$ cat config.mk
export PLATFORM = sky130hd
export DESIGN_NAME = strobe_axis_src
export DESIGN_NICKNAME = d
export VERILOG_FILES = /design/src/rtl/strobe_axis_pkg.sv /design/src/rtl/strobe_edge_sync.sv /design/src/rtl/strobe_beat_ctrl.sv /design/src/rtl/strobe_axis_src.sv
export SDC_FILE = /design/constraint.sdc
export NUM_CORES = 1
export LEC_CHECK = 0
export BUFFER_PORTS_ARGS = -buffer_cell sky130_fd_sc_hd__buf_2
export CORE_ASPECT_RATIO = 0.8
export CORE_MARGIN = 8
export CORE_UTILIZATION = 41
export CTS_CLUSTER_DIAMETER = 40
export DETAILED_ROUTE_END_ITERATION = 8
export GPL_TIMING_DRIVEN = 0
export HOLD_SLACK_MARGIN = 0.1
export PLACE_DENSITY = 0.84
export SETUP_SLACK_MARGIN = 0.3
export SLEW_MARGIN = 10
export SYNTH_ARGS = -nofsm -noshare
export SYNTH_HDL_FRONTEND = slang
export SYNTH_SLANG_ARGS = --single-unit
$ cat constraint.sdc
create_clock -name clk -period 1.15 [get_ports clk]
set_clock_uncertainty 0.15 [all_clocks]
set_input_delay 0.23 -clock clk [delete_from_list [all_inputs] [get_ports clk]]
set_output_delay 0.23 -clock clk [all_outputs]
set_load 0.05 [all_outputs]
$ cat src/rtl/strobe_axis_pkg.sv
package strobe_axis_pkg;

    typedef enum logic {
        ST_EMPTY = 1'b0,
        ST_FULL  = 1'b1
    } beat_state_e;

endpackage

$ cat src/rtl/strobe_edge_sync.sv
module strobe_edge_sync #(
    parameter int STAGES = 2
) (
    input  logic clk,
    input  logic rst_n,
    input  logic strobe_i,
    output logic rise_o
);

    localparam int CHAIN_W = STAGES + 1;

    // chain[STAGES-1] is the synchronized level, chain[STAGES] its delayed copy
    logic [CHAIN_W-1:0] chain;

    always_ff @(posedge clk) begin
        if (!rst_n) begin
            chain <= '0;
        end else begin
            chain <= {chain[CHAIN_W-2:0], strobe_i};
        end
    end

    assign rise_o = chain[STAGES-1] & ~chain[STAGES];

    // a rise pulse lasts exactly one cycle, so a level never counts twice
    p_pulse_gap_r9: assert property (@(posedge clk) disable iff (!rst_n)
        rise_o |=> !rise_o);

endmodule

$ cat src/rtl/strobe_beat_ctrl.sv
module strobe_beat_ctrl
    import strobe_axis_pkg::*;
#(
    parameter int DATA_W = 32
) (
    input  logic              clk,
    input  logic              rst_n,
    input  logic              rise_i,
    input  logic [DATA_W-1:0] din_i,
    input  logic              ready_i,
    output logic              valid_o,
    output logic [DATA_W-1:0] data_o,
    output logic              ovf_o
);

    beat_state_e state, state_nxt;
    logic        load;
    logic        drop;
    logic [DATA_W-1:0] hold_q;
    logic        ovf_q;

    // state register
    always_ff @(posedge clk) begin
        if (!rst_n) begin
            state <= ST_EMPTY;
        end else begin
            state <= state_nxt;
        end
    end

    // transitions: T_LOAD, T_TAKE, T_RELOAD, T_DROP
    always_comb begin
        state_nxt = state;
        load      = 1'b0;
        drop      = 1'b0;
        unique case (state)
            ST_EMPTY: begin
                if (rise_i) begin
                    load      = 1'b1;          // T_LOAD
                    state_nxt = ST_FULL;
                end
            end
            ST_FULL: begin
                if (ready_i) begin
                    if (rise_i) begin
                        load = 1'b1;           // T_RELOAD
                    end else begin
                        state_nxt = ST_EMPTY;  // T_TAKE
                    end
                end else if (rise_i) begin
                    drop = 1'b1;               // T_DROP
                end
            end
            default: state_nxt = ST_EMPTY;
        endcase
    end

    always_ff @(posedge clk) begin
        if (!rst_n) begin
            hold_q <= '0;
        end else if (load) begin
            hold_q <= din_i;
        end
    end

    always_ff @(posedge clk) begin
        if (!rst_n) begin
            ovf_q <= 1'b0;
        end else if (drop) begin
            ovf_q <= 1'b1;
        end
    end

    // outputs
    always_comb begin
        valid_o = (state == ST_FULL);
        data_o  = hold_q;
        ovf_o   = ovf_q;
    end

    // a pulse seen while empty puts the sampled word on the bus
    p_capture_r2: assert property (@(posedge clk) disable iff (!rst_n)
        (!valid_o && rise_i) |=> (valid_o && data_o == $past(din_i)));

    // a stalled beat holds still
    p_hold_stable_r3: assert property (@(posedge clk) disable iff (!rst_n)
        (valid_o && !ready_i) |=> (valid_o && $stable(data_o)));

    // an accepted beat with no new pulse empties the holder
    p_release_r4: assert property (@(posedge clk) disable iff (!rst_n)
        (valid_o && ready_i && !rise_i) |=> !valid_o);

    // a pulse during a stall is dropped and flagged
    p_drop_r5: assert property (@(posedge clk) disable iff (!rst_n)
        (valid_o && !ready_i && rise_i) |=> (valid_o && $stable(data_o) && ovf_o));

    // overflow is sticky
    p_no_overflow_clear_r6: assert property (@(posedge clk) disable iff (!rst_n)
        ovf_o |=> ovf_o);

    // a pulse that meets a handshake reloads without flagging
    p_reload_r8: assert property (@(posedge clk) disable iff (!rst_n)
        (valid_o && ready_i && rise_i && !ovf_o) |=>
            (valid_o && data_o == $past(din_i) && !ovf_o));

endmodule

$ cat src/rtl/strobe_axis_src.sv
module strobe_axis_src #(
    parameter int DATA_W      = 32,
    parameter int SYNC_STAGES = 2
) (
    input  logic              clk,
    input  logic              rst_n,
    input  logic              smp_clk_i,
    input  logic [DATA_W-1:0] smp_data_i,
    input  logic              m_tready,
    output logic              m_tvalid,
    output logic [DATA_W-1:0] m_tdata,
    output logic [DATA_W/8-1:0] m_tkeep,
    output logic              m_tlast,
    output logic              ovf_o
);

    localparam int KEEP_W = DATA_W / 8;

    logic rise;

    strobe_edge_sync #(
        .STAGES (SYNC_STAGES)
    ) u_sync (
        .clk      (clk),
        .rst_n    (rst_n),
        .strobe_i (smp_clk_i),
        .rise_o   (rise)
    );

    strobe_beat_ctrl #(
        .DATA_W (DATA_W)
    ) u_ctrl (
        .clk     (clk),
        .rst_n   (rst_n),
        .rise_i  (rise),
        .din_i   (smp_data_i),
        .ready_i (m_tready),
        .valid_o (m_tvalid),
        .data_o  (m_tdata),
        .ovf_o   (ovf_o)
    );

    // one-beat packets: every byte kept, every beat last
    assign m_tkeep = {KEEP_W{1'b1}};
    assign m_tlast = 1'b1;

endmodule

Word level (Yosys, flattened, before mapping)
Cells that the tools add are included.
Operators by class
  $add $sub $neg: 0
  multipliers: 0
  divide/modulo/power cells: 0
  magnitude comparators: 0
  equality and inequality tests: 0
  shift operators: 0
  muxes and demuxes: 7
  bitwise gates (word level): 3
  reductions and logical operators: 0
Operators by type and width (count)
  $mux 1: 5
  $pmux 1 s2: 2
  $not 1->1: 2
  $and 1x1->1: 1
Storage, ports and cells
  register bits: 37
  bits in latches: 0
  bits in writable memories: 0
  ROM bits: 0
  input bits: 36
  output and inout port bits: 39
  logic and storage cells: 14
  memories: 0

Longest topological paths before layout
  word-level depth: 5
  depth in mapped cells: 5
  gate-level depth less buffers: 3

Hierarchy
A second synthesis with hierarchy kept.
Second synthesis, totals
  cells, all modules: 159
  area total of the unflattened synthesis: 1520.2 um^2
By module, submodules not included
  strobe_beat_ctrl: instances 1, cells each 146, area an instance 1386.3 um^2, sequential area each 680.7 um^2
  strobe_edge_sync: instances 1, cells each 7, area an instance 92.6 um^2, sequential area each 60.1 um^2
  strobe_axis_src: instances 1, cells each 6, area an instance 41.3 um^2, sequential area each 0.0 um^2

Worst setup path before layout
OpenSTA, ideal clock, no wires.
  path kind: flip-flop to flip-flop
  from: register u_ctrl.state, in the netlist u_ctrl.valid_o
  to: register u_ctrl.hold_q[0], in the netlist u_ctrl.data_o[0]
  setup time: 118 ps
  arrival time: 1238 ps
  data required time: 882 ps
  path slack: -356 ps
  stages on the path, launching flop included: 6
  path buffers: 2
  clock period less this slack: 1506 ps
  cells stage by stage: dfxtp_1 > nand2b_4 > nor2b_4 > buf_6 > buf_12 > mux2i_1
On the way
  cells in the longest elaborated chain, start to end: 2
RTL lines
  start: declaration: RTL line strobe_beat_ctrl.sv:16  | beat_state_e state, state_nxt;
  start signal: assignment: RTL line strobe_beat_ctrl.sv:27  | state <= state_nxt;
  $not 1->1: RTL line strobe_beat_ctrl.sv:36  | unique case (state)
  $pmux 1 s2 *: RTL line strobe_beat_ctrl.sv:36
  end signal: assignment: RTL line strobe_beat_ctrl.sv:62  | hold_q <= din_i;
  end: declaration: RTL line strobe_beat_ctrl.sv:19  | logic [DATA_W-1:0] hold_q;
Mark *: on every way between the ends. The rest lies on a longest branch, timed or not.
A chain may end at the register's enable or synchronous reset.

Final worst setup path
  from: register u_sync.chain[2]
  to: register u_ctrl.hold_q[29], in the netlist u_ctrl.data_o[29]
On the way
  cells in the longest elaborated chain, start to end: 5
RTL lines
  start: declaration: RTL line strobe_edge_sync.sv:13  | logic [CHAIN_W-1:0] chain;
  start signal: assignment: RTL line strobe_edge_sync.sv:19  | chain <= {chain[CHAIN_W-2:0], strobe_i};
  $not 1->1 *: RTL line strobe_edge_sync.sv:23  | assign rise_o = chain[STAGES-1] & ~chain[STAGES];
  $and 1x1->1 *: RTL line strobe_edge_sync.sv:23
  $mux 1 *: RTL line strobe_beat_ctrl.sv:38, strobe_beat_ctrl.sv:45
  $mux 1: RTL line strobe_beat_ctrl.sv:44  | if (ready_i) begin
  $pmux 1 s2 *: RTL line strobe_beat_ctrl.sv:36
Marks and branches as above.

==> impl_metrics.toml <==
[power_and_ir_drop]
comb_power_share_pct = 20.9
power_density_nw_per_um2 = 1110
switching_share_pct = 26.9
p_clk_share_pct = 32.8
p_leak_nw = 1.18
ir_drop_mv = 0.764
p_int_mw = 2.17
seq_power_share_pct = 46.3
p_switching_uw = 795

[drt]
wire_per_inst_um = 13.7
vias = 1367
wl_met2_mm = 2.04
wl_met1_mm = 1.72
drtPass1Iterations = 4
wl_met3_um = 352
first_iter_violations = 42
top_layer = "met4"
finalWirelength_mm = 4.15
viasPerCell = 4.53
ant_nets = 0
drc = 0

[timing]
finalMaxSlewViolations = 0
min_period_ns = 1.28
fmax_ghz = 0.781
worst_slack_ns = -0.130
grt_setup_unrepaired = "true"
hold_ws_ns = 0.0172
final-setup-viol-count = 52
finalHoldViolCount = 0
post-route-period-util_pct = 111

[finish]
multiInputGateArea_um2 = 673
nets = 293
syn2layout_area_growth_pct = 73.8
register_area_um2 = 787
fin_cells = 302
fillers = 272
drive_above_1_share_pct = 57.4
antennaDiodeCount = 0
final_core_util_pct = 72.3

[clock_tree]
cts_buffer_depth = 2
clkTransAtPathRegs_ns = 0.06
htreeDepth = 2
cts-root-buf = "clkbuf_8"
cts_tree = "yes"
cts_sinks = 37
clock_latency_ns = 0.27
cts_buffers = 5

[status]
status = "finished, violations left"
violations = "negative setup slack"

[grt]
grt_pass1_vias = 1456
overflow = 0
grt_pass1_wl_mm = 6.65
grt_start_max_net_pins = 12
antenna_found_initial = 0
grtUsageTotal_pct = 13.5

[worst_setup_path]
cp_cell_sequence = "nand2b_4 > nor2b_4 > buf_12 > clkbuf_16 > mux2i_1"
cp-start-kind = "flop"
endpoint_kind = "flop"
cpMaxStageDelayCell = "dfxtp_1"
rr_startpoint = "u_sync.chain[2]"
cp_max_fo = 8
slowest_delay_ns = 0.30
rr_worst_depth = 5
cp_num_buf_inv = 2
required_ns = 1.20
path_class = "reg2reg"
crit_arrival_ns = 1.33
reg2reg_to = "u_ctrl.data_o[29]"
ff2ff_setup_slack_ns = -0.13
crit_start = "u_sync.chain[2]"
crit_family = "flip-flops"

[die]
fp.dieW_um = 84.3
die_area_um2 = 5950
io_pins = 75
initial_core_util_pct = 41.6
rows = 20
core_area_um2 = 3680
chipHeight_um = 70.6

[placement]
place_congestion = 0.653
place_inst = 276
port_buffers = 68
pre_cts_slack_ns = -0.132
dp_hpwl_mm = 2.73

[logic_synthesis]
synth-seq-cells = 37
synth.distinct_cells = 15
yosys_warnings = 0
yosysTopAreaCell = "dfxtp_1"
synth_top_area_share_pct = 48.4
seq_area_frac_synth_pct = 48.4
avgSynthCellArea_um2 = 9.56
synth_area_um2 = 1530
synth_area_leaders = "dfxtp_1, mux2i_1, nand2_1"
synth_cells = 160

[run]
maxCapViolations = 0

[min_path]
worstHoldStart = "smp_clk_i"
hold_class = "in2reg"
min_path_cells = 2
min_to = "u_sync.chain[0]"
cell usage after synthesis:
cell type / instances
nand2b_4: 2
buf_12: 3
clkbuf_1: 4
and2_1: 3
a21boi_0: 1
buf_4: 6
buf_6: 1
nand2_1: 64
nor2_1: 1
conb_1: 1
mux2i_1: 32
dfxtp_1: 37
nor2b_4: 1
o21a_1: 1
buf_2: 3
worst reg2reg max path, delay by kind of cell, from the launching register on:
family / cells / cell delay (ns)
buf+inv: 2 / 0.31
flops: 1 / 0.30
simple gates: 2 / 0.27
mux: 1 / 0.18
area by class of cell:
class / count / share of cell area (%)
well taps: 44 / 2.07
clock buffers: 7 / 3.62
multi-input cells: 110 / 25.3
flip-flops and latches: 37 / 29.6
plain buffers: 17 / 6.82
clock inverters: 1 / 0.188
repair buffers: 86 / 32.4
power groups by stage:
stage	combinational, mW	clock [mW]	sequential, mW
after floorplan	0.209	0	1.52
after global placement	0.477	0	1.37
after detailed placement	0.484	0	1.38
after CTS	0.567	1.00	1.37
after global routing	0.659	1.07	1.38
final	0.618	0.971	1.37
cells by family after synthesis:
| family | after synthesis | synth area share [%] |
|---|---|---|
| AND/OR/NAND/NOR | 71 | 19.9 |
| flip-flops | 37 | 48.4 |
| multiplexers | 32 | 20.9 |
| buffers and inverters | 17 | 9.57 |
| AO/OA/AOI/OAI | 2 | 0.982 |
| other | 1 | 0.245 |
per-stage QoR:
| step | power [mW] | TNS (ns) | instance area (um^2) |
|---|---|---|---|
| after global routing | 3.11 | -5.97 | 2660 |
| after CTS | 2.94 | -2.98 | 2460 |
| after detailed placement | 1.86 | -3.14 | 1970 |
| after floorplan | 1.73 | -3.12 | 1580 |
| final | 2.96 | -3.25 | 2660 |
| after global placement | 1.85 | -2.82 | 1970 |
metal layers:
metal  GRT usage (%)  vias up
li1                -      690
met1            14.5      629
met2            22.9       43
met3            7.22        5
met4            2.87        0
met5               0        -
registers in the layout, indices dropped and copies added (netlist names):
name	cells
u_ctrl.data_o	32
u_sync.chain	3
u_ctrl.valid_o	1
u_ctrl.ovf_o	1
layout by cell type, fill, tap and decap left out:
cell	count
conb_1	5
clkinv_2	1
a21boi_1	1
nand2b_4	2
dfxtp_4	1
nor2_4	1
dfxtp_2	34
buf_8	33
nor2b_4	1
dfxtp_1	2
buf_6	5
nand2_1	64
mux2i_1	30
clkbuf_16	3
buf_12	4
clkbuf_1	4
buf_4	20
o21a_1	1
buf_2	34
mux2i_2	2
and2_1	3
clkbuf_8	7
worst max-delay path by stage:
stage                   endpoint  depth (start not counted)  slack (ns)
2_1_floorplan   u_ctrl.data_o[0]                          5       -0.10
3_3_place_gp    u_ctrl.data_o[1]                          6       -0.11
3_5_place_dp   u_ctrl.data_o[24]                          6       -0.13
4_1_cts        u_ctrl.data_o[24]                          5       -0.11
5_1_grt         u_ctrl.data_o[1]                          5       -0.18
6_report       u_ctrl.data_o[29]                          5       -0.13
repair_timing:
| item | CTS | global route |
|---|---|---|
| resized for setup | 128 | 10 |
| hold endpoints to repair | 33 | 33 |
| setup buffers | 4 | 11 |
| pin swaps | 1 | 0 |
| endpoints found under the setup margin | 67 | 68 |
| gates cloned | 0 | 3 |
Power figures use the tool's default switching activity.
